[src/rtl/rcc_pkg.sv]
package rcc_pkg;
  localparam int DATA_W = 16;
  localparam int CFG_W  = 10;

  // control word bit positions
  localparam int B_RST_TGT  = 3;
  localparam int B_IRQ_TGT  = 4;
  localparam int B_IRQ_WRAP = 5;
  localparam int B_REPEAT   = 6;
  localparam int B_TOGGLE   = 7;
  localparam int B_IRQN     = 10;
  localparam int B_HIT_TGT  = 11;
  localparam int B_HIT_WRAP = 12;

  typedef enum logic [1:0] {
    SEL_COUNT  = 2'd0,
    SEL_MODE   = 2'd1,
    SEL_TARGET = 2'd2,
    SEL_NONE   = 2'd3
  } reg_sel_e;

  typedef struct packed {
    logic stepEn;
    logic cntWr;
    logic modeWr;
    logic tgtWr;
    logic flagClr;
  } ctrl_s;
endpackage

[src/rtl/rcc_datapath.sv]
module rcc_datapath
  import rcc_pkg::*;
#(
  parameter int W  = DATA_W,
  parameter int CW = CFG_W
) (
  input  logic          clk,
  input  logic          rst_n,
  input  ctrl_s         ctl,
  input  logic [W-1:0]  wdata,
  output logic [W-1:0]  count,
  output logic [W-1:0]  target,
  output logic [CW-1:0] cfg,
  output logic [1:0]    flags,
  output logic          hitTarget,
  output logic          hitWrap
);
  logic [W-1:0]  countQ, targetQ;
  logic [CW-1:0] cfgQ;
  logic [1:0]    flagsQ;
  logic [W:0]    sum;
  logic [W-1:0]  stepVal;

  assign sum       = {1'b0, countQ} + {{W{1'b0}}, 1'b1};
  assign hitWrap   = ctl.stepEn && sum[W];
  assign hitTarget = ctl.stepEn && (countQ < targetQ) && (sum[W-1:0] >= targetQ);
  assign stepVal   = (hitTarget && cfgQ[B_RST_TGT]) ? (sum[W-1:0] - targetQ) : sum[W-1:0];

  always_ff @(posedge clk) begin
    if (!rst_n) begin
      countQ  <= '0;
      targetQ <= '0;
      cfgQ    <= '0;
      flagsQ  <= '0;
    end else begin
      if (ctl.modeWr) begin
        countQ <= '0;
        cfgQ   <= wdata[CW-1:0];
      end else if (ctl.cntWr) begin
        countQ <= wdata;
      end else if (ctl.stepEn) begin
        countQ <= stepVal;
      end
      if (ctl.tgtWr) targetQ <= wdata;
      flagsQ <= (ctl.flagClr ? 2'b00 : flagsQ) | {hitWrap, hitTarget};
    end
  end

  assign count  = countQ;
  assign target = targetQ;
  assign cfg    = cfgQ;
  assign flags  = flagsQ;


  flag_clear_chk: assert property (@(posedge clk) disable iff (!rst_n)
    ctl.flagClr && !ctl.stepEn |=> flagsQ == 2'b00);

  mode_wr_zero_chk: assert property (@(posedge clk) disable iff (!rst_n)
    ctl.modeWr |=> countQ == '0);

  wrap_flag_chk: assert property (@(posedge clk) disable iff (!rst_n)
    hitWrap |=> flagsQ[1] && countQ == '0);
endmodule

[src/rtl/rcc_control.sv]
module rcc_control
  import rcc_pkg::*;
(
  input  logic       clk,
  input  logic       rst_n,
  input  logic [1:0] regSel,
  input  logic       regWrite,
  input  logic       regRead,
  input  logic       countStep,
  input  logic       pause,
  input  logic       wIrqBit,
  input  logic       irqTgtEn,
  input  logic       irqWrapEn,
  input  logic       repeatMode,
  input  logic       toggleMode,
  input  logic       hitTarget,
  input  logic       hitWrap,
  output ctrl_s      ctl,
  output logic       irqN,
  output logic       irqOut
);
  logic irqNQ, latchQ, irqQ;
  logic cond, act, irqNAfter;

  always_comb begin
    ctl.cntWr   = regWrite && (regSel == SEL_COUNT);
    ctl.modeWr  = regWrite && (regSel == SEL_MODE);
    ctl.tgtWr   = regWrite && (regSel == SEL_TARGET);
    ctl.flagClr = regRead && (regSel == SEL_MODE);
    ctl.stepEn  = countStep && !pause && !regWrite;
  end

  assign cond      = (hitTarget && irqTgtEn) || (hitWrap && irqWrapEn);
  assign act       = cond && !(!repeatMode && latchQ);
  assign irqNAfter = act ? (toggleMode ? ~irqNQ : 1'b0) : irqNQ;

  always_ff @(posedge clk) begin
    if (!rst_n) begin
      irqNQ  <= 1'b0;
      latchQ <= 1'b0;
      irqQ   <= 1'b0;
    end else if (ctl.modeWr) begin
      irqNQ  <= irqNQ | wIrqBit;
      latchQ <= 1'b0;
      irqQ   <= 1'b0;
    end else if (ctl.stepEn) begin
      irqQ  <= irqNQ && !irqNAfter;
      irqNQ <= toggleMode ? irqNAfter : 1'b1;
      if (act && !repeatMode) latchQ <= 1'b1;
    end else begin
      irqQ <= 1'b0;
    end
  end

  assign irqN   = irqNQ;
  assign irqOut = irqQ;


  irq_after_step_chk: assert property (@(posedge clk) disable iff (!rst_n)
    irqQ |-> $past(ctl.stepEn) && !irqNQ || $past(ctl.stepEn) && !toggleMode);

  pulse_restore_chk: assert property (@(posedge clk) disable iff (!rst_n)
    ctl.stepEn && !toggleMode |=> irqNQ);

  one_shot_quiet_chk: assert property (@(posedge clk) disable iff (!rst_n)
    latchQ && !repeatMode |=> !irqQ);

  latch_rearm_chk: assert property (@(posedge clk) disable iff (!rst_n)
    ctl.modeWr |=> !latchQ && !irqQ);
endmodule

[src/rtl/rccChannel.sv]
module rccChannel
  import rcc_pkg::*;
(
  input  logic        clk,
  input  logic        rst_n,
  input  logic        countStep,
  input  logic        pause,
  input  logic [1:0]  regSel,
  input  logic        regWrite,
  input  logic        regRead,
  input  logic [15:0] regWdata,
  output logic [15:0] regRdata,
  output logic        irqOut
);
  ctrl_s             ctl;
  logic [DATA_W-1:0] count, target, modeView;
  logic [CFG_W-1:0]  cfg;
  logic [1:0]        flags;
  logic              hitTarget, hitWrap, irqN;

  rcc_datapath #(.W(DATA_W), .CW(CFG_W)) uDatapath (
    .clk(clk), .rst_n(rst_n), .ctl(ctl), .wdata(regWdata),
    .count(count), .target(target), .cfg(cfg), .flags(flags),
    .hitTarget(hitTarget), .hitWrap(hitWrap)
  );

  rcc_control uControl (
    .clk(clk), .rst_n(rst_n), .regSel(regSel), .regWrite(regWrite),
    .regRead(regRead), .countStep(countStep), .pause(pause),
    .wIrqBit(regWdata[B_IRQN]),
    .irqTgtEn(cfg[B_IRQ_TGT]), .irqWrapEn(cfg[B_IRQ_WRAP]),
    .repeatMode(cfg[B_REPEAT]), .toggleMode(cfg[B_TOGGLE]),
    .hitTarget(hitTarget), .hitWrap(hitWrap),
    .ctl(ctl), .irqN(irqN), .irqOut(irqOut)
  );

  always_comb begin
    modeView             = '0;
    modeView[CFG_W-1:0]  = cfg;
    modeView[B_IRQN]     = irqN;
    modeView[B_HIT_TGT]  = flags[0];
    modeView[B_HIT_WRAP] = flags[1];
  end

  always_comb begin
    unique case (regSel)
      SEL_COUNT:  regRdata = count;
      SEL_MODE:   regRdata = modeView;
      SEL_TARGET: regRdata = target;
      default:    regRdata = '0;
    endcase
  end


  pause_hold_chk: assert property (@(posedge clk) disable iff (!rst_n)
    pause && !regWrite |=> $stable(count) && !irqOut);

  write_wins_chk: assert property (@(posedge clk) disable iff (!rst_n)
    regWrite && regSel == SEL_COUNT |=> count == $past(regWdata));
endmodule

[config.mk]
export PLATFORM = sky130hd
export DESIGN_NAME = rccChannel
export DESIGN_NICKNAME = d
export VERILOG_FILES = /design/src/rtl/rcc_pkg.sv /design/src/rtl/rcc_datapath.sv /design/src/rtl/rcc_control.sv /design/src/rtl/rccChannel.sv
export SDC_FILE = /design/constraint.sdc
export NUM_CORES = 1
export LEC_CHECK = 0
export BUFFER_PORTS_ARGS = -buffer_cell sky130_fd_sc_hd__clkbuf_2
export CAP_MARGIN = 15
export CELL_PAD_IN_SITES_DETAIL_PLACEMENT = 1
export CELL_PAD_IN_SITES_GLOBAL_PLACEMENT = 2
export CORE_ASPECT_RATIO = 1.1
export CORE_MARGIN = 2
export CORE_UTILIZATION = 38
export DETAILED_ROUTE_END_ITERATION = 7
export PLACE_DENSITY = 0.84
export SLEW_MARGIN = 30
export SYNTH_ARGS = -nofsm -noshare
export SYNTH_HDL_FRONTEND = slang
export SYNTH_SLANG_ARGS = --single-unit
[constraint.sdc]
create_clock -name clk -period 11 [get_ports clk]
set_input_delay 0 -clock clk [delete_from_list [all_inputs] [get_ports clk]]
set_output_delay 0 -clock clk [all_outputs]
set_load 0.01 [all_outputs]
==> summary.txt, run 1 <==
RUN STATUS
---------------------------------------------------------------------------------
Outcome                                                                 completed

CELLS AND AREA
---------------------------------------------------------------------------------
Final Non-Filler Cells                                                        635
Nets                                                                          572
Total area of multi-input combinational cells                            2629 µm²
Register cell area after layout                                         940.9 µm²
Ratio of cells with drive above 1 in the final layout                      0.1107
Filler cells                                                                1,210
Number of inserted diodes                                                       0
Layout area overhead                                                       13.73%

ROUTE
---------------------------------------------------------------------------------
# DRC                                                                           0
Antenna Violating Nets Remaining                                                0
DRT Pass-1 Iters                                                                4
Number of DRC markers in iteration 0                                          146
Wire per inst                                                            18.87 µm
Vias post-DR                                                                3,709
Vias per cell                                                               5.841
Aggregate routed wire length                                             11.98 mm

CRITICAL PATH
---------------------------------------------------------------------------------
Slowest stage cell on the critical path                              sky130_fd_sc_hd__nor4_1
Startpoint type of the worst setup path                                      flop
CP Buf/Inv Count                                                                1
Type of element capturing the critical path                                  flop
CP delay by family, top                                              simple AND/OR/NAND/NOR gates
Top fanout value on the critical path                                          10
Category of the critical setup timing path                           flop to flop
Data arrival time at the worst-slack endpoint                             4.48 ns
Cell-by-cell trace of the critical path                              ha_1, nand3_1, nor4_1, nand3_1, xnor2_1, ha_1, and3_1, and2_1, a221o_1, a31o_1, nand4_1, buf_6, mux2i_1, o22ai_1
Worst reg2reg endpoint                                               uDatapath.count[8]$_SDFFE_PP0P_
Critical register-to-register path startpoint                        uDatapath.count[1]$_SDFFE_PP0P_
Worst path required time                                                 11.17 ns
Reg2Reg Depth                                                                  14
Internal reg-to-reg setup slack                                           6.69 ns
Worst setup path startpoint                                          uDatapath.count[1]$_SDFFE_PP0P_
Largest stage delay on the critical path                                  0.60 ns

GLOBAL ROUTING
---------------------------------------------------------------------------------
Initial antenna violation count                                                 0
Remaining Overflow, GRT                                                         0
Maximum number of pins on one net before global-route repair                   33
First-pass GRT wire length                                               19.19 mm
Vias in the first global route                                              3,734
GR Util All Layers                                                         0.2248

WORST HOLD PATH
---------------------------------------------------------------------------------
Count of cells along the worst hold path                                        4
End point of the worst hold path                                     uDatapath.flags[0]$_SDFF_PN0_
Min-Delay Startpoint                                                      regRead
Kind of path behind the tightest hold check                          input port to flop

DIE
---------------------------------------------------------------------------------
Initial cell density of the core                                           0.3861
Die Area                                                               10,770 µm²
Number of primary I/O pins                                                     41
Number of placement rows                                                       38
Die span in x                                                            99.11 µm
Std-Cell Core Area                                                       9794 µm²
Die outline height                                                       108.6 µm

SYNTHESIS
---------------------------------------------------------------------------------
Yosys reg bits                                                                 47
Sequential area share after synthesis                                      0.2488
Fraction of synthesis flops using an asynchronous set or reset pin              0
Cell types occupying the most area after synthesis                   sky130_fd_sc_hd__dfxtp_1 (25%), sky130_fd_sc_hd__ha_1 (11%), sky130_fd_sc_hd__mux2i_1 (8.2%)
Share of the synthesized area in compound gates (AO/OA/AOI/OAI)            0.2505
Largest family of logic cells by synthesized area                    compound AO/OA/AOI/OAI gates
Top_reg_cell synth                                                   sky130_fd_sc_hd__dfxtp_1
Mapped Cells                                                                  472
Simple-gate portion of the synthesized area                                0.1903
Area share of xor/xnor cells in the synthesized design                    0.05791
Fraction of the mapped netlist area in adder cells                         0.1145
Library cell occupying the most area in the post-synthesis netlist   sky130_fd_sc_hd__dfxtp_1
Multiplexer area fraction after synthesis                                 0.08206
Total of warnings raised by yosys                                               0
Area of the mapped netlist                                               3781 µm²
Number of different library cells in the post-synthesis netlist                55
Synth top area share                                                       0.2488
Mean cell area of the mapped netlist                                    8.011 µm²
Syn_nets                                                                      530
Number of flops mapped to enable cells by yosys                                 0

CLOCK NETWORK
---------------------------------------------------------------------------------
Resize count post-CTS                                                           0
Clk pin slew, worst setup/hold paths                                      0.09 ns
CTS tree                                                                      yes
Clock root buffer                                                    sky130_fd_sc_hd__clkbuf_8
Clk sinks                                                                      47
Inserted Clock Buffers                                                          5
Bufs on Longest Clock Path                                                      2
Insertion delay to the later sink of the worst-skew pair                  0.31 ns
Number of H-tree levels                                                         2

STA
---------------------------------------------------------------------------------
Maximum clock rate                                                      232.1 MHz
Final sum of negative setup slack                                            0 ns
Number of setup violations in the final report                                  0
Final Hold Viols                                                                0
Number of pins exceeding their max-slew limit in the final report               0
Layout Skew                                                           0.006382 ns
Minimum clock period after layout                                        4.308 ns
Transition time of the tightest slew-check pin                          0.9200 ns
Setup repair after global routing missed its margin                            no
Crit share post-route                                                      0.3917
Worst max-slew margin expressed relative to the limit                      0.3844

RUN
---------------------------------------------------------------------------------
Number of maximum-capacitance constraint violations                             0

PLACE
---------------------------------------------------------------------------------
Final weighted congestion in routability-driven placement                  0.8230
HPWL after detailed placement                                            9.312 mm
Buffers added on ports                                                         40
Placed cell count                                                             611

POWER AND IR DROP
---------------------------------------------------------------------------------
Areal power density over the cells                                   100.8 nW/µm²
IR drop worst, VDD                                                       55.64 µV
LEAKAGE                                                                  1.855 nW

[Yosys cell counts (2+ instances only)]
master / count
sky130_fd_sc_hd__o22ai_1: 17
sky130_fd_sc_hd__a31o_2: 2
sky130_fd_sc_hd__and3_1: 5
sky130_fd_sc_hd__a22oi_1: 13
sky130_fd_sc_hd__a211o_1: 2
sky130_fd_sc_hd__a311oi_1: 3
sky130_fd_sc_hd__o21ai_0: 18
sky130_fd_sc_hd__nand4_1: 7
sky130_fd_sc_hd__a21o_1: 9
sky130_fd_sc_hd__mux2i_1: 31
sky130_fd_sc_hd__xor2_1: 15
sky130_fd_sc_hd__nor2_1: 18
sky130_fd_sc_hd__a311o_1: 2
sky130_fd_sc_hd__nor3_1: 5
sky130_fd_sc_hd__o21bai_1: 3
sky130_fd_sc_hd__ha_1: 33
sky130_fd_sc_hd__nor2b_1: 4
sky130_fd_sc_hd__nand2_1: 75
sky130_fd_sc_hd__nand3b_1: 3
sky130_fd_sc_hd__clkbuf_1: 22
sky130_fd_sc_hd__xnor2_1: 10
sky130_fd_sc_hd__or3b_2: 2
sky130_fd_sc_hd__dfxtp_1: 47
sky130_fd_sc_hd__a21oi_1: 13
sky130_fd_sc_hd__a221o_1: 2
sky130_fd_sc_hd__buf_6: 2
sky130_fd_sc_hd__o21a_1: 4
sky130_fd_sc_hd__nand3_1: 19
sky130_fd_sc_hd__a21boi_0: 27
sky130_fd_sc_hd__a211oi_1: 4
sky130_fd_sc_hd__o311a_1: 2
sky130_fd_sc_hd__o2111ai_1: 2
sky130_fd_sc_hd__a31oi_1: 4
sky130_fd_sc_hd__nand2b_1: 3
sky130_fd_sc_hd__inv_1: 23
sky130_fd_sc_hd__nor3b_1: 2
[per-stage QoR]
step	util	total power [mW]	setup WS (ns)	hold WS, ns	area, µm²
global placement	0.4113	0.3097	6.606	0.2599	4029
CTS	0.4380	0.4360	6.675	0.004361	4290
floorplan	-	0.2762	7.553	0.1449	3781
detailed placement	0.4125	0.3134	6.726	0.2712	4040
finish	0.4391	0.4333	6.692	0.005565	4300
global route	0.4391	0.4579	6.334	0.02822	4300
[cells by family (layout without fill, tap and decap cells)]
family / count (synthesis) / after routing
buffers and inverters: 48 / 91
multiplexers: 31 / 31
AND/OR/NAND/NOR: 152 / 152
flip-flops: 47 / 47
XOR/XNOR: 25 / 25
AO/OA/AOI/OAI: 135 / 135
adder cells (fa/ha/maj): 34 / 34
[cells in the final DEF (no fill, tap or decap), drive strengths merged, types with 5 or more instances in the layout]
cell type / count
dlygate4sd3: 16
nand3: 19
a21o: 9
clkbuf: 48
inv: 23
xor2: 15
nand4: 7
a22oi: 13
a21boi: 27
nand2: 75
a21oi: 13
nor2: 18
xnor2: 10
o21ai: 18
nor3: 5
dfxtp: 47
and3: 5
ha: 33
mux2i: 31
o22ai: 17
[state kept, by name, summed over array words and instances, names as in the netlist]
register / cells
uDatapath.count: 16
uDatapath.target: 16
uDatapath.cfg: 10
uDatapath.flags: 2
uControl.irqN: 1
uControl.irqOut: 1
uControl.latchQ: 1
[worst register-to-register path, delay by kind of cell (launching register included)]
kind                       cells  cell delay [ns]
muxes                          1             0.24
DFF                            1             0.47
adders and majority gates      2             0.57
xor gates and xnor gates       1             0.27
and+or+nand+nor                6             1.73
buffers and inverters          1             0.24
AOI/OAI and AO/OA              3             0.65
[worst max-delay path by stage]
| stage | cells after the start | endpoint | slack, ns |
|---|---|---|---|
| final | 14 | uDatapath.count[8]$_SDFFE_PP0P_ | 6.69 |
| after global routing | 14 | uDatapath.count[4]$_SDFFE_PP0P_ | 6.33 |
| after CTS | 14 | uDatapath.count[8]$_SDFFE_PP0P_ | 6.67 |
| after detailed placement | 14 | uDatapath.count[4]$_SDFFE_PP0P_ | 6.73 |
| after global placement | 13 | uDatapath.count[10]$_SDFFE_PP0P_ | 6.61 |
| after floorplan | 15 | uDatapath.count[12]$_SDFFE_PP0P_ | 7.55 |
[report_power, final]
part	total [mW]	internal, mW	switching (mW)
Combinational	0.131	0.0569	0.0738
Sequential	0.184	0.176	0.00804
Clock	0.119	0.0575	0.0610
Total	0.433	0.291	0.143
[per-layer routing]
| layer | GRT usage | share of wire |
|---|---|---|
| met3 | 0.03782 | 0.032 |
| met1 | 0.2638 | 0.42 |
| met2 | 0.4368 | 0.54 |
| met4 | 0.02935 | 0.0088 |
| met5 | 0 | 0 |
[layout make-up]
class | count | area share
Inverter | 23 | 0.02008
Tap cell | 120 | 0.03491
Clock buffer | 8 | 0.02328
Timing Repair Buffer | 60 | 0.09165
Sequential cell | 47 | 0.2188
Multi-Input combinational cell | 377 | 0.6113
[timing repair]
item	4_1_cts	5_1_grt
hold buffers	15	1
hold endpoints to repair	24	1
setup buffers	0	0
No activity file was read; power rests on OpenSTA's default activity.
==> inputs of run 2 (changes only) <==
ABC_AREA = 1   (was unset)
CORE_UTILIZATION = 30   (was 38)
PLACE_DENSITY = 0.75   (was 0.84)
clock period = 3.66 ns   (was 11 ns; I/O delays follow)
==> run 2 against run 1 <==
Combinational power increased to 3.3 times the previous value. Clock power grew to 4.6 times the previous value. Flip-flop and latch count stayed put. Sequential power grew to 3.0 times the previous value. Clock skew down 0.0038 ns. Area after synthesis up 1.5%. Critical path depth increased by 4. Critical path type unchanged. Largest cell class unchanged. Largest power group unchanged. Highest routed layer unchanged.
==> summary.txt, run 2 <==
CRITICAL PATH
---------------------------------------------------------------------------------
Startpoint type of the worst setup path                                      flop
Worst path required time                                                  3.89 ns   -7.28 ns
Data arrival time at the worst-slack endpoint                             3.58 ns   -0.90 ns
Internal reg-to-reg setup slack                                           0.31 ns   -6.39 ns
Worst setup path startpoint                                          uDatapath.count[0]$_SDFFE_PP0P_
Reg2Reg Depth                                                                  18   +4
Category of the critical setup timing path                           flop to flop
Top fanout value on the critical path                                          14   +4
Critical register-to-register path startpoint                        uDatapath.count[0]$_SDFFE_PP0P_
Type of element capturing the critical path                                  flop
Worst reg2reg endpoint                                               uDatapath.count[11]$_SDFFE_PP0P_

SYNTHESIS
---------------------------------------------------------------------------------
Library cell occupying the most area in the post-synthesis netlist   sky130_fd_sc_hd__dfxtp_1
Top_reg_cell synth                                                   sky130_fd_sc_hd__dfxtp_1
Number of different library cells in the post-synthesis netlist                37   -33%
Sequential area share after synthesis                                      0.2453   -0.003571
Syn_nets                                                                      638   +20%
Mean cell area of the mapped netlist                                    6.614 µm²   -17%
Number of flops mapped to enable cells by yosys                                 0   unchanged
Synth top area share                                                       0.2453   -0.003571
Most numerous cell in the Yosys netlist                              sky130_fd_sc_hd__nand2_1
Area of the mapped netlist                                               3836 µm²   +1.5%
Cell types occupying the most area after synthesis                   sky130_fd_sc_hd__dfxtp_1 (25%), sky130_fd_sc_hd__nand2_1 (12%), sky130_fd_sc_hd__ha_1 (11%)
Yosys reg bits                                                                 47   unchanged
Mapped Cells                                                                  580   +23%
Commonest cells post-synth                                           sky130_fd_sc_hd__nand2_1 (126), sky130_fd_sc_hd__inv_1 (108), sky130_fd_sc_hd__a21oi_1 (63)
Fraction of synthesis flops using an asynchronous set or reset pin              0   unchanged
Total of warnings raised by yosys                                               0   unchanged

GLOBAL ROUTING
---------------------------------------------------------------------------------
Vias in the first global route                                              4,035   +8.1%
Maximum number of pins on one net before global-route repair                   32   -3.0%
Remaining Overflow, GRT                                                         0   unchanged
Initial antenna violation count                                                 0   unchanged
First-pass GRT wire length                                               21.02 mm   +9.5%
GR Util All Layers                                                         0.1973   -0.02751

PLACE
---------------------------------------------------------------------------------
Buffers added on ports                                                         40   unchanged
Cell Area, Placed                                                        4189 µm²   +3.7%
HPWL after detailed placement                                            10.58 mm   +14%
Final weighted congestion in routability-driven placement                  0.8034   -2.4%

CELLS AND AREA
---------------------------------------------------------------------------------
Leading cell type in the layout, fill and taps excluded              sky130_fd_sc_hd__nand2_1
Ratio of cells with drive above 1 in the final layout                      0.1489   +0.03819
Final design area excluding fillers                                      4415 µm²   +2.7%
Highest-count cells in the layout ignoring fill and taps             sky130_fd_sc_hd__nand2_1 (125), sky130_fd_sc_hd__inv_1 (108), sky130_fd_sc_hd__a21oi_1 (63)
Utilization of the core after routing                                      0.3522   -0.08683
Layout area overhead                                                       15.10%
Nets                                                                          675   +18%
Number of inserted diodes                                                       0   unchanged

WORST HOLD PATH
---------------------------------------------------------------------------------
End point of the worst hold path                                     uDatapath.target[0]$_SDFFE_PN0P_
Min-Delay Startpoint                                                  regWdata[0]
Count of cells along the worst hold path                                        3   -1
Kind of path behind the tightest hold check                          input port to flop

CLOCK NETWORK
---------------------------------------------------------------------------------
Clk sinks                                                                      47   unchanged
Clock root buffer                                                    sky130_fd_sc_hd__clkbuf_16
CTS tree                                                                      yes
Inserted Clock Buffers                                                          5   unchanged
Insertion delay to the later sink of the worst-skew pair                  0.30 ns   about the same
Bufs on Longest Clock Path                                                      2   unchanged
Number of H-tree levels                                                         2   unchanged
Clk pin slew, worst setup/hold paths                                      0.07 ns   -0.02 ns
Setup fix buffers added after clock tree synthesis                              0   unchanged

ROUTE
---------------------------------------------------------------------------------
Wire per inst                                                            17.07 µm   -9.5%
Vias per cell                                                               5.013   -14%
Aggregate routed wire length                                             13.23 mm   +10%
# DRC                                                                           0   unchanged
Number of DRC markers in iteration 0                                          197   +35%
DRT Pass-1 Iters                                                                4   unchanged
Antenna Violating Nets Remaining                                                0   unchanged
Vias post-DR                                                                3,885   +4.7%

DIE
---------------------------------------------------------------------------------
Die span in x                                                            111.8 µm   +13%
Die outline height                                                       122.6 µm   +13%
Initial cell density of the core                                           0.3060   -0.08003
Number of placement rows                                                       43   +13%
Std-Cell Core Area                                                     12,540 µm²   +28%
Die Area                                                               13,710 µm²   +27%
Number of primary I/O pins                                                     41   unchanged

STA
---------------------------------------------------------------------------------
Worst max-slew margin expressed relative to the limit                      0.5800   +0.1957
Layout Skew                                                           0.002548 ns   -0.003834 ns
Crit share post-route                                                      0.9166   +0.5249
Setup repair after global routing missed its margin                            no
Final sum of negative setup slack                                            0 ns   unchanged
Maximum clock rate                                                      298.1 MHz   +28%
Number of setup violations in the final report                                  0   unchanged
Number of pins exceeding their max-slew limit in the final report               0   unchanged
Minimum clock period after layout                                        3.355 ns   -0.9535 ns
Final Hold Viols                                                                0   unchanged
Transition time of the tightest slew-check pin                          0.6292 ns   -0.2908 ns
Min Hold Slack                                                        0.001393 ns   -0.004172 ns

RUN
---------------------------------------------------------------------------------
Number of maximum-capacitance constraint violations                             0   unchanged

POWER AND IR DROP
---------------------------------------------------------------------------------
LEAKAGE                                                                  2.121 nW   +14%
Post-layout total power                                                  1.537 mW   +250%
IR drop worst, VDD                                                       160.2 µV   +190%
Areal power density over the cells                                   348.1 nW/µm²   +250%

RUN STATUS
---------------------------------------------------------------------------------
Outcome                                                                 completed

[run 2: changes by cell type in the layout (fill, tap and decap cells not counted), sizes merged, moves of 12 or more]
cell / before / now
o22ai: 17 / 3
inv: 23 / 110
dlygate4sd3: 16 / 1
nand2: 75 / 137
a21boi: 27 / 1
a21oi: 13 / 64
nor2: 18 / 30
o221ai: 1 / 15
a22oi: 13 / 0
o21ai: 18 / 43
mux2i: 31 / 0
[run 2: per-stage QoR]
| stage | worst slack (ns) | std cells |
|---|---|---|
| global route | 0.01244 | 775 |
| detailed placement | -0.001931 | 765 |
| global placement | 0.1941 | 765 |
| finish | 0.3052 | 775 |
| floorplan | 0.7890 | 580 |
| CTS | 0.02089 | 774 |
[run 2: area by class of cell]
type	instances	area [µm²]
timing repair buffer	47	255.2
sequential	47	945.9
clock buffer	6	138.9
clock inverter	2	35.03
inverter	110	412.9
tap	157	196.4
fill	1625	8120
multi-input combinational	406	2431
[run 2: layer usage]
metal	wire length, µm	global-route usage
met5	0	0
met1	5527	0.2342
met4	168	0.04552
met3	415	0.02469
met2	7121	0.3780
[run 2: how the worst max path moves through the flow]
stage                                        to  cells after the start
6_report       uDatapath.count[11]$_SDFFE_PP0P_                     18
5_1_grt         uDatapath.count[2]$_SDFFE_PP0P_                     19
3_3_place_gp   uDatapath.count[11]$_SDFFE_PP0P_                     18
2_1_floorplan  uDatapath.count[10]$_SDFFE_PP0P_                     18
3_5_place_dp   uDatapath.count[11]$_SDFFE_PP0P_                     18
4_1_cts        uDatapath.count[11]$_SDFFE_PP0P_                     18
[run 2: what timing repair did]
action	4_1_cts	5_1_grt
cloned	0	1
resized for setup	1	10
setup endpoints to repair	1	17
endpoints found under the hold margin	1	0
hold buffers	1	0
pin swaps	0	3
[run 2: power by group]
group	switching (mW)	internal, mW	total [mW]
registers	0.0212	0.535	0.556
clock network	0.210	0.340	0.551
logic	0.281	0.149	0.430
[run 2: kinds of logic after synthesis]
logic type | count (synthesis) | synth area share
DFF | 47 | 0.2453
xor gates and xnor gates | 20 | 0.04566
AOI/OAI and AO/OA | 142 | 0.2228
buffers and inverters | 128 | 0.1321
and+or+nand+nor | 209 | 0.2414
adders and majority gates | 34 | 0.1129
[run 2: worst max-delay path: stages (launching register included)]
cell and delay (ns):
sky130_fd_sc_hd__dfxtp_2 0.38, sky130_fd_sc_hd__nand3_2 0.12, sky130_fd_sc_hd__nor2_4 0.15, sky130_fd_sc_hd__nand4_1 0.18, sky130_fd_sc_hd__nand3b_1 0.31, sky130_fd_sc_hd__nor2_1 0.19, sky130_fd_sc_hd__xor2_1 0.24, sky130_fd_sc_hd__inv_1 0.07
sky130_fd_sc_hd__ha_1 0.32, sky130_fd_sc_hd__nand2_2 0.10, sky130_fd_sc_hd__nor2_2 0.14, sky130_fd_sc_hd__nand4_1 0.12, sky130_fd_sc_hd__nand3_2 0.11, sky130_fd_sc_hd__inv_2 0.05, sky130_fd_sc_hd__nor2_4 0.20, sky130_fd_sc_hd__nand2_8 0.14
sky130_fd_sc_hd__o21ai_1 0.23, sky130_fd_sc_hd__nand2_1 0.09, sky130_fd_sc_hd__a21oi_1 0.14
==> inputs of run 3 (changes only) <==
CORE_UTILIZATION = 29   (was 30)
CTS_CLUSTER_DIAMETER = 200   (was unset)
SLEW_MARGIN = 20   (was 30)
SYNTH_HIERARCHICAL = 1   (was unset)
==> run 3 against run 2 <==
Final cell count is 20% higher. Via count up 15%. Utilization down 1.5 points. Cell area grew 10%. Highest routed layer unchanged.
==> summary.txt, run 3 <==
CRITICAL PATH
---------------------------------------------------------------------------------
Reg2Reg Depth                                                                  19   +1
Data arrival time at the worst-slack endpoint                             3.49 ns   -0.09 ns
Top fanout value on the critical path                                          14   unchanged
Slowest stage cell on the critical path                              sky130_fd_sc_hd__dfxtp_1
Startpoint type of the worst setup path                                      flop
Category of the critical setup timing path                           flop to flop
CP delay by family, top                                              simple AND/OR/NAND/NOR gates
Cell-by-cell trace of the critical path                              ha_1, nand2_1, nor2_4, nand3_1, nor2_1, nand2_1, nand2_1, inv_1, ha_1, inv_2, nor3_2, nand2_1, nand3_2, a21oi_2, nor2_4, buf_4, nand3_1, nand3_1, a21oi_1
Total stage count of the critical path                                         19   +1
Crit path top cell by count                                          sky130_fd_sc_hd__nand2_1
Largest stage delay on the critical path                                  0.45 ns   +0.07 ns
Type of element capturing the critical path                                  flop
CP Buf/Inv Count                                                                3   +1
Worst path required time                                                  3.81 ns   -0.08 ns

SYNTHESIS
---------------------------------------------------------------------------------
Number of flops mapped to enable cells by yosys                                 0   unchanged
Syn_nets                                                                      760   +19%
Cell types occupying the most area after synthesis                   sky130_fd_sc_hd__dfxtp_1 (22%), sky130_fd_sc_hd__nand2_1 (15%), sky130_fd_sc_hd__nand3_1 (12%)
Multiplexer area fraction after synthesis                                       0   unchanged
Most numerous cell in the Yosys netlist                              sky130_fd_sc_hd__nand2_1
Total of warnings raised by yosys                                               6   +6
Mapped Cells                                                                  702   +21%
Library cell occupying the most area in the post-synthesis netlist   sky130_fd_sc_hd__dfxtp_1
Commonest cells post-synth                                           sky130_fd_sc_hd__nand2_1 (173), sky130_fd_sc_hd__inv_1 (118), sky130_fd_sc_hd__nand3_1 (101)
Largest family of logic cells by synthesized area                    simple AND/OR/NAND/NOR gates
Simple-gate portion of the synthesized area                                0.3832   +0.1419
Number of different library cells in the post-synthesis netlist                37   unchanged
Fraction of the mapped netlist area in adder cells                         0.1008   -0.01209
Area of the mapped netlist                                               4297 µm²   +12%
Area share of xor/xnor cells in the synthesized design                    0.02854   -0.01712
Mean cell area of the mapped netlist                                    6.121 µm²   -7.5%
Fraction of synthesis flops using an asynchronous set or reset pin              0   unchanged
Yosys reg bits                                                                 47   unchanged
Share of the synthesized area in compound gates (AO/OA/AOI/OAI)            0.1264   -0.09638
Top_reg_cell synth                                                   sky130_fd_sc_hd__dfxtp_1
Sequential area share after synthesis                                      0.2190   -0.02628
Synth top area share                                                       0.2190   -0.02628

DIE
---------------------------------------------------------------------------------
Std-Cell Core Area                                                     14,450 µm²   +15%
Die outline height                                                       131.7 µm   +7.4%
Number of primary I/O pins                                                     41   unchanged
Die span in x                                                            120.1 µm   +7.4%
Initial cell density of the core                                           0.2974   -0.008600
Die Area                                                               15,810 µm²   +15%
Number of placement rows                                                       46   +7.0%

STA
---------------------------------------------------------------------------------
Final critical-path setup slack                                         0.3260 ns   +0.02072 ns
Final sum of negative setup slack                                            0 ns   unchanged
Transition time of the tightest slew-check pin                           1.103 ns   +0.4738 ns
Minimum clock period after layout                                        3.334 ns   -0.02072 ns
Final Hold Viols                                                                0   unchanged
Number of setup violations in the final report                                  0   unchanged
Layout Skew                                                           0.003925 ns   +0.001377 ns
Worst max-slew margin expressed relative to the limit                      0.2619   -0.3181
Setup repair after global routing missed its margin                            no
Crit share post-route                                                      0.9109   -0.005662
Number of pins exceeding their max-slew limit in the final report               0   unchanged
Maximum clock rate                                                      299.9 MHz   +0.62%

CELLS AND AREA
---------------------------------------------------------------------------------
Final design area excluding fillers                                      4876 µm²   +10%
Nets                                                                          796   +18%
Ratio of cells with drive above 1 in the final layout                      0.1353   -0.01355
Total area of multi-input combinational cells                            2760 µm²   +14%
Layout area overhead                                                       13.48%
Number of inserted diodes                                                       0   unchanged
Highest-count cells in the layout ignoring fill and taps             sky130_fd_sc_hd__nand2_1 (173), sky130_fd_sc_hd__inv_1 (118), sky130_fd_sc_hd__nand3_1 (101)
Filler cells                                                                1,925   +18%
Utilization of the core after routing                                      0.3375   -0.01471
Register cell area after layout                                         940.9 µm²   -0.53%
Final Non-Filler Cells                                                        931   +20%
Leading cell type in the layout, fill and taps excluded              sky130_fd_sc_hd__nand2_1

ROUTE
---------------------------------------------------------------------------------
# DRC                                                                           0   unchanged
Detailed-routed wire length on met2                                      7.398 mm   +3.9%
Antenna Violating Nets Remaining                                                0   unchanged
Uppermost layer routed                                                       met4
Vias post-DR                                                                4,485   +15%
Wire per inst                                                            15.88 µm   -7.0%
Routed length on met1                                                    6.902 mm   +25%
Vias per cell                                                               4.817   -3.9%
DRT Pass-1 Iters                                                                4   unchanged
Detailed route wirelength on metal3                                        358 µm   -14%
Number of DRC markers in iteration 0                                          276   +40%
Aggregate routed wire length                                             14.78 mm   +12%

WORST HOLD PATH
---------------------------------------------------------------------------------
Count of cells along the worst hold path                                        3   unchanged
Kind of path behind the tightest hold check                          input port to flop

CLOCK NETWORK
---------------------------------------------------------------------------------
Clk pin slew, worst setup/hold paths                                      0.07 ns   about the same
Clock root buffer                                                    sky130_fd_sc_hd__clkbuf_16
Inserted Clock Buffers                                                          5   unchanged
Number of H-tree levels                                                         2   unchanged
CTS tree                                                                      yes
Bufs on Longest Clock Path                                                      2   unchanged
Clk sinks                                                                      47   unchanged
Insertion delay to the later sink of the worst-skew pair                  0.30 ns   about the same
Setup fix buffers added after clock tree synthesis                              0   unchanged

PLACE
---------------------------------------------------------------------------------
Worst slack at placement                                                0.2198 ns   +0.2217 ns
Buffers added on ports                                                         40   unchanged
Cell Area, Placed                                                        4657 µm²   +11%
HPWL after detailed placement                                            12.19 mm   +15%
Placed cell count                                                             917   +20%
Final weighted congestion in routability-driven placement                  0.7714   -4.0%

GLOBAL ROUTING
---------------------------------------------------------------------------------
Maximum number of pins on one net before global-route repair                   32   unchanged
Remaining Overflow, GRT                                                         0   unchanged
First-pass GRT wire length                                               24.23 mm   +15%
GR Util All Layers                                                         0.1916   -0.005721
Vias in the first global route                                              4,588   +14%
Initial antenna violation count                                                 0   unchanged

RUN STATUS
---------------------------------------------------------------------------------
Outcome                                                                 completed

POWER AND IR DROP
---------------------------------------------------------------------------------
Areal power density over the cells                                   314.4 nW/µm²   -9.7%
IR drop worst, VDD                                                       173.5 µV   +8.3%
LEAKAGE                                                                  2.501 nW   +18%

RUN
---------------------------------------------------------------------------------
Number of maximum-capacitance constraint violations                             0   unchanged

## run 3: area by class of cell
type	count	area share
inverter	128	0.09854
tap	192	0.04927
timing repair buffer	52	0.06261
sequential	47	0.1930
clock inverter	3	0.004876
multi-input combinational	504	0.5661
clock buffer	5	0.02566
## run 3: timing repair
action	CTS	global route
gates resized for setup	0	2
hold buffers	6	0
setup endpoints to repair	0	18
hold endpoints to repair	6	0
## run 3: worst register-to-register path, cell delays in order (launching register included)
cell                      delay [ns]
sky130_fd_sc_hd__dfxtp_1        0.45
sky130_fd_sc_hd__ha_1           0.23
sky130_fd_sc_hd__nand2_1        0.10
sky130_fd_sc_hd__nor2_4         0.17
sky130_fd_sc_hd__nand3_1        0.16
sky130_fd_sc_hd__nor2_1         0.14
sky130_fd_sc_hd__nand2_1        0.05
sky130_fd_sc_hd__nand2_1        0.16
sky130_fd_sc_hd__inv_1          0.07
sky130_fd_sc_hd__ha_1           0.39
sky130_fd_sc_hd__inv_2          0.06
sky130_fd_sc_hd__nor3_2         0.23
sky130_fd_sc_hd__nand2_1        0.11
sky130_fd_sc_hd__nand3_2        0.12
sky130_fd_sc_hd__a21oi_2        0.06
sky130_fd_sc_hd__nor2_4         0.18
sky130_fd_sc_hd__buf_4          0.24
sky130_fd_sc_hd__nand3_1        0.09
sky130_fd_sc_hd__nand3_1        0.10
sky130_fd_sc_hd__a21oi_1        0.08
## run 3: routing by layer
layer  vias up  GRT usage
met1      2105     0.2536
met3         8    0.01563
met2        55     0.3381
met4         0    0.03791
met5         -          0
li1       2317          -
## run 3: cells by family after synthesis
| group | Yosys count |
|---|---|
| xor gates and xnor gates | 14 |
| buffers and inverters | 151 |
| and+or+nand+nor | 362 |
| DFF | 47 |
| AOI/OAI and AO/OA | 94 |
| adders and majority gates | 34 |
## run 3: where the power goes
group | leakage (nW) | switching [mW] | total [mW] | internal (mW)
clock network | 0.0664 | 0.224 | 0.480 | 0.256
logic | 2.05 | 0.326 | 0.497 | 0.170
registers | 0.383 | 0.0224 | 0.556 | 0.534
## run 3: per-stage QoR
step	hold WS, ns	power, mW
2_1_floorplan	0.1319	0.9215
4_1_cts	0.001239	1.555
6_report	0.004840	1.533
3_3_place_gp	0.2794	1.054
3_5_place_dp	0.2900	1.067
5_1_grt	0.01038	1.644
## run 3: worst paths after layout
path	start	slack, ns	endpoint
worst min-delay path	regWdata[4]	0.005	uDatapath/cfg[4]$_SDFFE_PN0P_
worst min register to register	uControl/latchQ$_SDFFE_PP0P_	0.48	uControl/latchQ$_SDFFE_PP0P_
worst max-delay path	uDatapath/count[0]$_SDFFE_PP0P_	0.33	uDatapath/count[6]$_SDFFE_PP0P_
worst max register to register	uDatapath/count[0]$_SDFFE_PP0P_	0.33	uDatapath/count[6]$_SDFFE_PP0P_
